`config.mk`:
```
export PLATFORM = sky130hd
export DESIGN_NAME = ext_updown_stage
export DESIGN_NICKNAME = d
export VERILOG_FILES = /design/src/rtl/ext_cnt_pkg.sv /design/src/rtl/ext_sync.sv /design/src/rtl/ext_count_core.sv /design/src/rtl/ext_snap_latch.sv /design/src/rtl/ext_updown_stage.sv
export SDC_FILE = /design/constraint.sdc
export NUM_CORES = 1
export LEC_CHECK = 0
export BUFFER_PORTS_ARGS = -buffer_cell sky130_fd_sc_hd__buf_4
export CORE_MARGIN = 3
export CORE_UTILIZATION = 62
export CTS_BUF_LIST = sky130_fd_sc_hd__clkbuf_4 sky130_fd_sc_hd__clkbuf_8
export CTS_CLUSTER_SIZE = 28
export DETAILED_ROUTE_END_ITERATION = 16
export GPL_ROUTABILITY_DRIVEN = 0
export GPL_TIMING_DRIVEN = 0
export PLACE_DENSITY = 0.85
export RECOVER_POWER = 25
export SETUP_SLACK_MARGIN = 0.2
export SYNTH_ARGS = -nofsm -noshare
export SYNTH_HDL_FRONTEND = slang
export SYNTH_SLANG_ARGS = --single-unit
```
`constraint.sdc`:
```
create_clock -name clk -period 7.1 [get_ports clk]
set_input_delay 0.71 -clock clk [delete_from_list [all_inputs] [get_ports clk]]
set_output_delay 0.71 -clock clk [all_outputs]
set_load 0.02 [all_outputs]
```
`src/rtl/ext_cnt_pkg.sv`:
```
package ext_cnt_pkg;

    // Control inputs after synchronization, packed so one synchronizer covers them all
    typedef struct packed {
        logic up_n;
        logic dn_n;
        logic clr;
        logic stb;
    } ctl_t;

    localparam int CTL_W = $bits(ctl_t);

    // Idle levels: both count lines high, no clear, latch transparent
    localparam ctl_t CTL_IDLE = '{up_n: 1'b1, dn_n: 1'b1, clr: 1'b0, stb: 1'b1};

    typedef enum logic [1:0] {
        STEP_HOLD,
        STEP_INC,
        STEP_DEC,
        STEP_CLEAR
    } step_e;

    typedef struct packed {
        logic up_start;   // up line fell while down line idles
        logic up_end;     // up line rose after a clean pulse
        logic dn_start;
        logic dn_end;
        logic both_low;
    } edges_t;

    function automatic edges_t find_edges(input ctl_t now, input ctl_t was);
        edges_t e;
        e.up_start = was.up_n & ~now.up_n & now.dn_n;
        e.dn_start = was.dn_n & ~now.dn_n & now.up_n;
        e.up_end   = ~was.up_n & now.up_n & was.dn_n & now.dn_n;
        e.dn_end   = ~was.dn_n & now.dn_n & was.up_n & now.up_n;
        e.both_low = ~now.up_n & ~now.dn_n;
        return e;
    endfunction

    function automatic step_e pick_step(input edges_t e, input logic clr);
        if (clr)           return STEP_CLEAR;
        else if (e.up_end) return STEP_INC;
        else if (e.dn_end) return STEP_DEC;
        else               return STEP_HOLD;
    endfunction

endpackage

```
`src/rtl/ext_sync.sv`:
```
module ext_sync #(
    parameter int             W       = 4,
    parameter int             STAGES  = 2,
    parameter logic [W-1:0]   RST_VAL = '0
) (
    input  logic         clk,
    input  logic         rst,
    input  logic [W-1:0] d,
    output logic [W-1:0] q
);

    logic [STAGES-1:0][W-1:0] chain;

    always_ff @(posedge clk) begin
        if (rst) begin
            chain <= {STAGES{RST_VAL}};
        end else begin
            chain[0] <= d;
            for (int i = 1; i < STAGES; i++) begin
                chain[i] <= chain[i-1];
            end
        end
    end

    assign q = chain[STAGES-1];

endmodule

```
`src/rtl/ext_count_core.sv`:
```
module ext_count_core
    import ext_cnt_pkg::*;
#(
    parameter int CNT_W = 8
) (
    input  logic             clk,
    input  logic             rst,
    input  ctl_t             cur,
    input  ctl_t             was,
    output logic [CNT_W-1:0] count_q,
    output logic [CNT_W-1:0] count_nx,
    output logic             busy,
    output logic             carry_n,
    output logic             borrow_n,
    output logic             collide_err
);

    localparam logic [CNT_W-1:0] CNT_ONE = CNT_W'(1);
    localparam logic [CNT_W-1:0] CNT_MAX = '1;

    edges_t edg;
    step_e  step;
    logic   at_max;
    logic   at_zero;

    assign edg     = find_edges(cur, was);
    assign step    = pick_step(edg, cur.clr);
    assign at_max  = (count_q == CNT_MAX);
    assign at_zero = (count_q == '0);
    assign busy    = ~cur.up_n | ~cur.dn_n;

    always_comb begin
        unique case (step)
            STEP_CLEAR: count_nx = '0;
            STEP_INC:   count_nx = count_q + CNT_ONE;
            STEP_DEC:   count_nx = count_q - CNT_ONE;
            default:    count_nx = count_q;
        endcase
    end

    always_ff @(posedge clk) begin
        if (rst) begin
            count_q <= '0;
        end else begin
            count_q <= count_nx;
        end
    end

    // Carry/borrow open at the start of a pulse that will wrap, close when the line returns high
    always_ff @(posedge clk) begin
        if (rst) begin
            carry_n <= 1'b1;
        end else if (cur.up_n) begin
            carry_n <= 1'b1;
        end else if (edg.up_start && at_max && !cur.clr) begin
            carry_n <= 1'b0;
        end
    end

    always_ff @(posedge clk) begin
        if (rst) begin
            borrow_n <= 1'b1;
        end else if (cur.dn_n) begin
            borrow_n <= 1'b1;
        end else if (edg.dn_start && (at_zero || cur.clr)) begin
            borrow_n <= 1'b0;
        end
    end

    always_ff @(posedge clk) begin
        if (rst) begin
            collide_err <= 1'b0;
        end else begin
            collide_err <= edg.both_low;
        end
    end

endmodule

```
`src/rtl/ext_snap_latch.sv`:
```
module ext_snap_latch #(
    parameter int CNT_W = 8
) (
    input  logic             clk,
    input  logic             rst,
    input  logic             stb,
    input  logic             busy,
    input  logic [CNT_W-1:0] count_nx,
    output logic             stb_hold,
    output logic [CNT_W-1:0] snap
);

    // stb_hold: internal strobe, set by the strobe, cleared only when no count is in progress
    always_ff @(posedge clk) begin
        if (rst) begin
            stb_hold <= 1'b1;
        end else if (stb) begin
            stb_hold <= 1'b1;
        end else if (!busy) begin
            stb_hold <= 1'b0;
        end
    end

    // Loading the next count value makes the closing edge capture the post-count value
    always_ff @(posedge clk) begin
        if (rst) begin
            snap <= '0;
        end else if (stb_hold) begin
            snap <= count_nx;
        end
    end

endmodule

```
`src/rtl/ext_updown_stage.sv`:
```
module ext_updown_stage
    import ext_cnt_pkg::*;
#(
    parameter int CNT_W       = 8,
    parameter int SYNC_STAGES = 2
) (
    input  logic             clk,
    input  logic             rst,
    input  logic             cnt_up_n,
    input  logic             cnt_dn_n,
    input  logic             cnt_clr,
    input  logic             snap_stb,
    input  logic             out_en_n,
    output logic [CNT_W-1:0] data_out,
    output logic             data_oe,
    output logic             carry_n,
    output logic             borrow_n,
    output logic             collide_err
);

    ctl_t             ctl_raw;
    ctl_t             ctl_s;
    ctl_t             ctl_p;
    logic [CNT_W-1:0] cnt_q;
    logic [CNT_W-1:0] cnt_nx;
    logic             cnt_busy;
    logic             stb_hold;
    logic [CNT_W-1:0] snap_q;
    logic             s_up_n;
    logic             s_dn_n;
    logic             s_clr;

    assign ctl_raw = '{up_n: cnt_up_n, dn_n: cnt_dn_n, clr: cnt_clr, stb: snap_stb};

    ext_sync #(
        .W       (CTL_W),
        .STAGES  (SYNC_STAGES),
        .RST_VAL (CTL_IDLE)
    ) u_sync (
        .clk (clk),
        .rst (rst),
        .d   (ctl_raw),
        .q   (ctl_s)
    );

    // One more register gives the previous synchronized value for edge detection
    always_ff @(posedge clk) begin
        if (rst) begin
            ctl_p <= CTL_IDLE;
        end else begin
            ctl_p <= ctl_s;
        end
    end

    assign s_up_n = ctl_s.up_n;
    assign s_dn_n = ctl_s.dn_n;
    assign s_clr  = ctl_s.clr;

    ext_count_core #(
        .CNT_W (CNT_W)
    ) u_core (
        .clk         (clk),
        .rst         (rst),
        .cur         (ctl_s),
        .was         (ctl_p),
        .count_q     (cnt_q),
        .count_nx    (cnt_nx),
        .busy        (cnt_busy),
        .carry_n     (carry_n),
        .borrow_n    (borrow_n),
        .collide_err (collide_err)
    );

    ext_snap_latch #(
        .CNT_W (CNT_W)
    ) u_latch (
        .clk      (clk),
        .rst      (rst),
        .stb      (ctl_s.stb),
        .busy     (cnt_busy),
        .count_nx (cnt_nx),
        .stb_hold (stb_hold),
        .snap     (snap_q)
    );

    assign data_out = snap_q;
    assign data_oe  = ~out_en_n;

endmodule

```
==> results by group, run 1 <==
CTS
  – Number of buffers added by the clock tree synthesis step: 5
  – Clock-pin slew on the worst setup and hold paths: 0.10 ns
  – CTS H-tree lvls: 2
  – Post-CTS setup buffer count: 0
  – Number of sinks on the clock net: 30
  – Max clock buf depth: 2
  – CTS tree: yes
  – Clock latency of the later-clocked register in the worst-skew pair: 0.32 ns
  – Number of hold buffers added after cts: 0
  – Resize count post-CTS: 0
  – Clock tree root driver cell: clkbuf_4

STA
  – Highest Clock Rate: 376.9 MHz
  – Number of endpoints with negative hold slack in the final report: 0
  – Tightest Pin Transition: 0.4203 ns
  – Worst clock skew on the final layout: 0.01299 ns
  – RSZ-0062 raised after global routing: no
  – Pins over their slew limit: 0
  – Fin crit share: 0.3737
  – Setup-failing EPs final: 0
  – Slew headroom: 0.7198
  – Crit path time final: 2.653 ns
  – Post-route setup slack: 4.447 ns
  – Sum of negative setup slack: 0 ns

Cells and area
  – Final-stage net count: 185
  – Commonest non-fill, non-tap cells in the layout: dfxtp_1, nor2_1, buf_4
  – Post-route cell area: 1575 um^2
  – ANT cells: 0
  – Commonest non-fill, non-tap cell in the layout: dfxtp_1
  – Layout Area Growth over Synthesis: 17.23%
  – Ratio of cells with drive above 1 in the final layout: 0.1824

Placement
  – Detail Placement HPWL: 2100 um
  – Port Buffer Count: 18
  – Total placed instance area: 1513 um^2
  – Pre-CTS setup slack: 4.532 ns

GRT
  – GRT Resource Usage Total: 0.2469
  – Maximum number of pins on one net before global-route repair: 11
  – Number of global-route vias before repair: 1,148
  – Initial antenna violation count: 0
  – Remaining Overflow, GRT: 0
  – Global-route wire length before repair: 4961 um

Routing
  – Sum of routed wire length over all layers: 2862 um
  – Wire per inst: 14.53 um
  – Residual antenna-violating net count after detailed routing: 0
  – Overall via count from detail_route: 1,169
  – Detailed Routing Iterations Pass 1: 4
  – Number of DRC violations after detailed-routing iteration 0: 29
  – DRC violation count after routing: 0
  – Mean number of vias per cell: 5.934

Critical path
  – CP Capture Type: register
  – Category of the critical setup timing path: register to register
  – Worst setup SP type: register
  – Largest fanout of any net on the critical path: 8
  – Data required time of the critical path: 7.32 ns
  – Arrival time worst endpoint: 2.87 ns

Die
  – Area enclosed by the die boundary: 2762 um^2
  – Number of standard-cell rows in the floorplan: 16
  – Chip width: 52.56 um
  – Starting Density: 0.6713
  – Placeable core region: 2002 um^2
  – Die outline height: 52.56 um
  – Number of primary I/O pins: 19

Logic synthesis
  – Number of synthesis warnings: 0
  – Post-synthesis instance total: 144
  – Distinct cell type count after synthesis: 40
  – Share of the yosys chip area belonging to registers: 0.4469
  – Post-synthesis net count: 160
  – Post-Synthesis Mean Instance Area: 9.332 um^2
  – Register bit total from synthesis: 30
  – Post-synthesis cell area: 1344 um^2

Run
  – Max-cap violation count: 0

Pwr
  – Peak supply drop: 0.0002379 V
  – Pwr/cell area: 204.1 nW/um^2
  – Static Leak: 0.7122 nW

Worst hold path
  – Class of the most critical hold timing path: register to register

Run status
  – Outcome: complete, no violations
==> worst paths after layout <==
path                               from                            to  slack [ns]  depth (start not counted)
max              u_sync.q[2]$_SDFF_PP1_  u_latch.snap[5]$_SDFFE_PP0P_        4.45                          9
min          u_sync.chain[0]$_SDFF_PP1_        u_sync.q[0]$_SDFF_PP1_        0.42                          1
max reg2reg      u_sync.q[2]$_SDFF_PP1_  u_latch.snap[5]$_SDFFE_PP0P_        4.45                          9
min reg2reg  u_sync.chain[0]$_SDFF_PP1_        u_sync.q[0]$_SDFF_PP1_        0.42                          1
==> report_power, final <==
| group | internal, W | total (W) | switching (W) |
|---|---|---|---|
| Sequential | 0.000173 | 0.000177 | 0.00000374 |
| Combinational | 0.0000160 | 0.0000374 | 0.0000214 |
| Clock | 0.0000518 | 0.000107 | 0.0000552 |
| Total | 0.000241 | 0.000322 | 0.0000803 |
==> cell usage after synthesis <==
master / count / area [um^2]
dfxtp_1: 30 / 600.6
nor2_1: 20 / 75.07
ha_1: 8 / 100.1
or2_1: 8 / 50.05
nand2_1: 7 / 26.28
a211oi_1: 6 / 45.04
a21oi_1: 6 / 30.03
nand3_1: 5 / 25.02
a21o_1: 4 / 30.03
clkbuf_1: 4 / 15.01
inv_1: 4 / 15.01
a211o_1: 3 / 26.28
nand4_1: 3 / 18.77
nor4_1: 3 / 18.77
xnor2_1: 3 / 26.28
a22oi_1: 2 / 15.01
buf_2: 2 / 10.01
mux2i_1: 2 / 20.02
nor2b_1: 2 / 12.51
o21ai_1: 2 / 10.01
a21oi_2: 1 / 8.760
a22oi_2: 1 / 12.51
a311oi_1: 1 / 8.760
a31oi_2: 1 / 12.51
a32oi_1: 1 / 8.760
a41o_1: 1 / 10.01
and2_1: 1 / 6.260
and3_1: 1 / 6.260
fa_1: 1 / 20.02
nand2b_1: 1 / 6.260
nand3b_1: 1 / 7.510
nand4b_1: 1 / 8.760
nor3_1: 1 / 5.000
nor3b_1: 1 / 7.510
o21a_1: 1 / 7.510
o21ai_0: 1 / 5.000
o221ai_1: 1 / 8.760
o31a_1: 1 / 8.760
or2_2: 1 / 6.260
xor2_1: 1 / 8.760
==> kinds of logic (layout without fill, tap and decap cells) <==
logic type / after synthesis / count (layout) / synth area share
AOI/OAI and AO/OA: 33 / 33 / 0.1844
xor gates and xnor gates: 4 / 4 / 0.02608
adders and majority gates: 9 / 9 / 0.08939
buffers and inverters: 10 / 36 / 0.02979
DFF: 30 / 30 / 0.4469
muxes: 2 / 2 / 0.01490
and+or+nand+nor: 56 / 56 / 0.2086
==> metal layers <==
layer | up-vias | share of wire | global-route usage
li1 | 565 | - | -
met1 | 551 | 0.44 | 0.3066
met2 | 43 | 0.47 | 0.3822
met3 | 10 | 0.062 | 0.08262
met4 | 0 | 0.022 | 0.1149
met5 | - | 0 | 0
==> critical path: stages, from the launching register on <==
cell      delay, ns
dfxtp_1        0.40
nand2_1        0.12
o31a_1         0.27
ha_1           0.33
ha_1           0.35
a211o_1        0.35
a31oi_2        0.20
xnor2_1        0.17
a22oi_2        0.10
a211oi_1       0.26
==> flip-flops by register name, indices dropped and copies added, names as in the netlist <==
name / count
u_core.borrow_n: 1
u_latch.snap: 8
u_core.count_q: 8
ctl_p: 2
u_sync.q: 4
u_latch.stb_hold: 1
u_sync.chain: 4
u_core.collide_err: 1
u_core.carry_n: 1
==> per-stage QoR <==
stage	util	total power [W]	hold slack, ns	cells
after global routing	0.7869	0.0003351	0.4318	197
after CTS	0.7875	0.0003231	0.4249	197
after detailed placement	0.7556	0.0002177	0.4020	189
after floorplan	-	0.0002057	0.3832	144
after global placement	0.7556	0.0002160	0.3851	189
final	0.7869	0.0003215	0.4238	197
==> area by class of cell <==
class	count	area (um^2)
clock buffer	7	58.81
fill	152	426.7
buffer	6	23.77
multi-input combinational	104	703.2
tap	27	33.78
timing repair buffer	18	135.1
clock inverter	1	5.005
sequential	30	600.6
inverter	4	15.01
No activity file was read; power rests on OpenSTA's default activity.
==> inputs of run 2 (changes only) <==
--- a/config.mk
+++ b/config.mk
@@ -7,13 +7,13 @@
 export LEC_CHECK = 0
 export BUFFER_PORTS_ARGS = -buffer_cell sky130_fd_sc_hd__buf_4
 export CORE_MARGIN = 3
-export CORE_UTILIZATION = 62
+export CORE_UTILIZATION = 58
 export CTS_BUF_LIST = sky130_fd_sc_hd__clkbuf_4 sky130_fd_sc_hd__clkbuf_8
 export CTS_CLUSTER_SIZE = 28
 export DETAILED_ROUTE_END_ITERATION = 16
 export GPL_ROUTABILITY_DRIVEN = 0
 export GPL_TIMING_DRIVEN = 0
-export PLACE_DENSITY = 0.85
+export PLACE_DENSITY = 0.81
 export RECOVER_POWER = 25
 export SETUP_SLACK_MARGIN = 0.2
 export SYNTH_ARGS = -nofsm -noshare
==> constraint.sdc (replaced) <==
create_clock -name clk -period 2.6 [get_ports clk]
set_input_delay 0.26 -clock clk [delete_from_list [all_inputs] [get_ports clk]]
set_output_delay 0.26 -clock clk [all_outputs]
set_load 0.02 [all_outputs]
==> run 2 against run 1 <==
Worst setup slack worse by 4.3 ns. Clock skew decreased by 0.0064 ns. Sequential share of layout area shrank 4.0 points. First-iteration DRC count fell by 21%. Non-clock buffer count rose by 3. Critical path type unchanged. Critical endpoint is now u_latch.snap[7]$_SDFFE_PP0P_. Highest routed layer unchanged.
==> results by group, run 2 (synthesis results as in run 1) <==
Die
  – Number of primary I/O pins: 19
  – Starting Density: 0.6454
  – Die outline height: 54.14 um
  – Area enclosed by the die boundary: 2931 um^2
  – Chip width: 54.14 um
  – Number of standard-cell rows in the floorplan: 16
  – Placeable core region: 2082 um^2

Pwr
  – Switching power share of the total: 0.2211
  – Relative contribution of sequential cells to total power: 0.442
  – Relative contribution of the clock network to total power: 0.447
  – Combinational group share of total power: 0.111
  – Peak supply drop: 0.0008460 V
  – Cell-internal power: 0.0008544 W
  – Pwr/cell area: 618.8 nW/um^2
  – Static Leak: 0.7582 nW
  – Net Switching: 0.0002426 W

STA
  – Worst clock skew on the final layout: 0.006641 ns
  – Slew headroom: 0.6646
  – Sum of negative setup slack: 0 ns
  – Post-route setup slack: 0.1780 ns
  – Pins over their slew limit: 0
  – Number of endpoints with negative hold slack in the final report: 0
  – Crit path time final: 2.422 ns
  – Highest Clock Rate: 412.9 MHz
  – Setup-failing EPs final: 0
  – RSZ-0062 raised after global routing: yes
  – Fin crit share: 0.9315
  – Tightest Pin Transition: 0.5031 ns

GRT
  – Remaining Overflow, GRT: 0
  – Global-route wire length before repair: 4698 um
  – Number of global-route vias before repair: 1,030
  – GRT Resource Usage Total: 0.2324
  – Initial antenna violation count: 0
  – Maximum number of pins on one net before global-route repair: 11

Placement
  – Placed cell count: 189
  – Detail Placement HPWL: 2091 um
  – Port Buffer Count: 18
  – Pre-CTS setup slack: 0.02081 ns

Cells and area
  – Final-layout fill cell count: 116
  – Core utilization of the finished layout: 0.8516
  – Commonest non-fill, non-tap cells in the layout: dfxtp_1, nor2_1, buf_4
  – Cell Count, Final, Fillers Out: 200
  – Layout Area Growth over Synthesis: 31.94%
  – Final-stage net count: 188
  – Commonest non-fill, non-tap cell in the layout: dfxtp_1
  – Register cell area after layout: 604.3 um^2
  – ANT cells: 0
  – Regs by FF count: u_core.count_q (8), u_latch.snap (8)
  – Ratio of cells with drive above 1 in the final layout: 0.2948
  – Area used by multi-input combinational logic: 829.5 um^2

Routing
  – DRC violation count after routing: 0
  – Sum of routed wire length over all layers: 3165 um
  – Overall via count from detail_route: 1,147
  – Detailed Routing Iterations Pass 1: 4
  – Number of DRC violations after detailed-routing iteration 0: 23
  – Residual antenna-violating net count after detailed routing: 0
  – Mean number of vias per cell: 5.735
  – Wire per inst: 15.83 um

CTS
  – Clock-pin slew on the worst setup and hold paths: 0.10 ns
  – Max clock buf depth: 2
  – Number of sinks on the clock net: 30
  – Number of buffers added by the clock tree synthesis step: 5
  – CTS H-tree lvls: 2
  – Number of hold buffers added after cts: 0
  – Clock latency of the later-clocked register in the worst-skew pair: 0.33 ns
  – Clock tree root driver cell: clkbuf_4
  – CTS tree: yes

Worst hold path
  – Worst Min Path Start: snap_stb
  – End point of the most critical hold path: u_sync.chain[0]$_SDFF_PP1_
  – Hold Path Cell Cnt: 2
  – Class of the most critical hold timing path: primary input to register

Critical path
  – Worst reg2reg endpoint: u_latch.snap[7]$_SDFFE_PP0P_
  – Category of the critical setup timing path: register to register
  – Data required time of the critical path: 2.84 ns
  – Worst reg2reg path startpoint: u_sync.q[3]$_SDFF_PP1_
  – Largest fanout of any net on the critical path: 8
  – CP Capture Type: register
  – Number of cell instances on the worst register-to-register path: 9
  – Worst setup SP type: register
  – Arrival time worst endpoint: 2.67 ns
  – R2R setup slack: 0.18 ns

Run
  – Max-cap violation count: 0

Run status
  – Outcome: complete, no violations
run 2: area by class of cell:
type / instances / area share
sequential: 30 / 0.3409
inverter: 4 / 0.008469
timing repair buffer: 21 / 0.08680
clock buffer: 6 / 0.02893
tap: 27 / 0.01905
clock inverter: 2 / 0.03387
multi-input combinational: 104 / 0.4679
buffer: 6 / 0.01411
run 2: what timing repair did:
item / in CTS / in global routing
gates cloned: 0 / 0
setup endpoints to repair: 10 / 9
setup buffers: 0 / 3
gates resized for setup: 4 / 20
pin swaps: 2 / 12
run 2: worst max-delay path by stage:
stage               cells past startpoint                    from                            to
global route                            9  u_sync.q[3]$_SDFF_PP1_  u_latch.snap[6]$_SDFFE_PP0P_
floorplan                               9  u_sync.q[2]$_SDFF_PP1_  u_latch.snap[5]$_SDFFE_PP0P_
global placement                        9  u_sync.q[2]$_SDFF_PP1_  u_latch.snap[4]$_SDFFE_PP0P_
CTS                                     9  u_sync.q[2]$_SDFF_PP1_  u_latch.snap[7]$_SDFFE_PP0P_
finish                                  9  u_sync.q[3]$_SDFF_PP1_  u_latch.snap[7]$_SDFFE_PP0P_
detailed placement                      9  u_sync.q[2]$_SDFF_PP1_  u_latch.snap[4]$_SDFFE_PP0P_
run 2: worst max-delay path, cell delays in order (launching register included):
cell and delay (ns):
dfxtp_1 0.42, nand2_4 0.06, o31a_1 0.35, ha_4 0.24, ha_4 0.23, a211o_1 0.32, nand3_1 0.11, nand3_2 0.10
mux2i_4 0.21, a311oi_2 0.29
run 2: stage by stage:
stage / instance area [um^2] / power [W] / hold WS, ns
2_1_floorplan: 1344 / 0.0005618 / 0.3571
3_3_place_gp: 1513 / 0.0005909 / 0.3852
3_5_place_dp: 1513 / 0.0005953 / 0.3940
4_1_cts: 1639 / 0.001087 / 0.08799
5_1_grt: 1773 / 0.001140 / 0.08661
6_report: 1773 / 0.001097 / 0.09710
run 2: layer usage:
layer,vias up,GRT usage,share of wire
li1,576,-,-
met1,539,0.2876,0.46
met2,26,0.3625,0.48
met3,6,0.09695,0.045
met4,0,0.07469,0.013
met5,-,0,0
run 2: power groups by stage:
stage               Sequential, W  Clock (W)  Combinational, W
detailed placement       0.000494          0          0.000101
CTS                      0.000484   0.000498          0.000105
finish                   0.000484   0.000490          0.000122
global route             0.000486   0.000519          0.000134
floorplan                0.000497          0         0.0000644
global placement         0.000493          0         0.0000975
==> inputs of run 3 (changes only) <==
--- a/config.mk
+++ b/config.mk
@@ -6,6 +6,7 @@
 export NUM_CORES = 1
 export LEC_CHECK = 0
 export BUFFER_PORTS_ARGS = -buffer_cell sky130_fd_sc_hd__buf_4
+export CORE_ASPECT_RATIO = 0.9
 export CORE_MARGIN = 3
 export CORE_UTILIZATION = 58
 export CTS_BUF_LIST = sky130_fd_sc_hd__clkbuf_4 sky130_fd_sc_hd__clkbuf_8
@@ -16,6 +17,7 @@
 export PLACE_DENSITY = 0.81
 export RECOVER_POWER = 25
 export SETUP_SLACK_MARGIN = 0.2
+export SKIP_LAST_GASP = 1
 export SYNTH_ARGS = -nofsm -noshare
 export SYNTH_HDL_FRONTEND = slang
 export SYNTH_SLANG_ARGS = --single-unit
==> run 3 against run 2 <==
Wire length grew 14%. Largest cell class unchanged. Worst setup slack lost 0.068 ns. Fmax shrank 2.7%. Highest routed layer unchanged. Sequential power is essentially flat. Clock power shrank 39%. Clock skew grew 0.0058 ns.
==> results by group, run 3 (synthesis results as in run 1) <==
Cells and area
  – Commonest non-fill, non-tap cells in the layout: dfxtp_1, nor2_1, buf_4
  – Ratio of cells with drive above 1 in the final layout: 0.2857
  – Layout Area Growth over Synthesis: 28.21%
  – Commonest non-fill, non-tap cell in the layout: dfxtp_1
  – ANT cells: 0
  – Post-route cell area: 1723 um^2
  – Final-stage net count: 190
  – Regs by FF count: u_core.count_q (8), u_latch.snap (8)

CTS
  – CTS tree: yes
  – Clock-pin slew on the worst setup and hold paths: 0.10 ns
  – Number of sinks on the clock net: 30
  – Clock latency of the later-clocked register in the worst-skew pair: 0.32 ns
  – Clock tree root driver cell: clkbuf_4
  – Number of hold buffers added after cts: 0
  – CTS H-tree lvls: 2
  – Max clock buf depth: 2
  – Number of buffers added by the clock tree synthesis step: 5

STA
  – RSZ-0062 raised after global routing: no
  – Crit path time final: 2.490 ns
  – Slew headroom: 0.6645
  – Fin crit share: 0.9576
  – Highest Clock Rate: 401.6 MHz
  – Sum of negative setup slack: 0 ns
  – Worst clock skew on the final layout: 0.01241 ns
  – Post-route setup slack: 0.1101 ns
  – Number of endpoints with negative hold slack in the final report: 0
  – Pins over their slew limit: 0
  – Setup-failing EPs final: 0
  – Tightest Pin Transition: 0.4987 ns
  – Final Hold Slack: 0.1085 ns

Routing
  – Detailed Routing Iterations Pass 1: 4
  – Mean number of vias per cell: 6.305
  – Residual antenna-violating net count after detailed routing: 0
  – Overall via count from detail_route: 1,261
  – Wire per inst: 18.07 um
  – Number of DRC violations after detailed-routing iteration 0: 111
  – DRC violation count after routing: 0
  – Sum of routed wire length over all layers: 3613 um

Die
  – Die outline height: 51.67 um
  – Area enclosed by the die boundary: 2931 um^2
  – Number of standard-cell rows in the floorplan: 15
  – Starting Density: 0.6569
  – Chip width: 56.74 um
  – Number of primary I/O pins: 19
  – Placeable core region: 2046 um^2

Critical path
  – Worst setup SP type: register
  – Largest fanout of any net on the critical path: 8
  – Arrival time worst endpoint: 2.73 ns
  – Category of the critical setup timing path: register to register
  – Data required time of the critical path: 2.84 ns
  – CP Capture Type: register

Pwr
  – Static Leak: 0.7160 nW
  – Total power after layout: 0.0009135 W
  – Peak supply drop: 0.0004087 V
  – Pwr/cell area: 530.2 nW/um^2

Run status
  – Outcome: complete, no violations

GRT
  – Initial antenna violation count: 0
  – GRT Resource Usage Total: 0.2404
  – Number of global-route vias before repair: 1,104
  – Remaining Overflow, GRT: 0
  – Global-route wire length before repair: 5319 um
  – Maximum number of pins on one net before global-route repair: 11

Worst hold path
  – Class of the most critical hold timing path: primary input to register

Placement
  – Total placed instance area: 1510 um^2
  – Detail Placement HPWL: 2188 um
  – Port Buffer Count: 18
  – Pre-CTS setup slack: -0.02654 ns

Run
  – Max-cap violation count: 0
-- run 3: cell type report --
type                    count  area [um^2]
repair buffers             23        165.2
inverters                   4        15.01
clock buffers               7        58.81
fillers                   116        322.8
clock inverters             1        5.005
flip-flops and latches     30        601.8
plain buffers               6        25.02
well taps                  25        31.28
multi-input cells         104        820.8
-- run 3: where the power goes --
group	internal, W	switching, W	total, W
logic	0.0000584	0.0000692	0.000128
clock network	0.000141	0.000159	0.000300
registers	0.000474	0.0000121	0.000486
-- run 3: what timing repair did --
item,CTS,global route
resized for setup,5,16
pin swaps,9,10
buffers inserted,4,1
endpoints found under the hold margin,0,0
endpoints found under the setup margin,10,8
-- run 3: final timing paths --
kind                                  endpoint                  startpoint  depth (start not counted)  slack (ns)
setup / recovery  u_latch.snap[4]$_SDFFE_PP0P_      u_sync.q[3]$_SDFF_PP1_                          9        0.11
hold / removal      u_sync.chain[3]$_SDFF_PP1_                    cnt_up_n                          2        0.11
setup reg to reg  u_latch.snap[4]$_SDFFE_PP0P_      u_sync.q[3]$_SDFF_PP1_                          9        0.11
hold reg to reg         u_sync.q[2]$_SDFF_PP1_  u_sync.chain[2]$_SDFF_PP1_                          1        0.41
-- run 3: metal layers --
metal	vias to the layer above	global-route usage	routed length [um]
li1	578	-	-
met1	584	0.3051	1553
met2	84	0.3846	1613
met3	15	0.07196	304
met4	0	0.09653	141
met5	-	0	0
-- run 3: worst max-delay path, stage by stage (launching register included) --
cell	delay [ns]
dfxtp_1	0.43
nand2_2	0.10
o31a_1	0.30
ha_4	0.25
fa_2	0.40
a21o_1	0.18
a21oi_2	0.23
xnor2_1	0.17
a22oi_2	0.11
a211oi_2	0.23
-- run 3: through the flow --
step             util  std cells
2_1_floorplan       -        144
3_3_place_gp   0.7382        187
3_5_place_dp   0.7382        187
4_1_cts        0.7976        199
5_1_grt        0.8422        200
6_report       0.8422        200
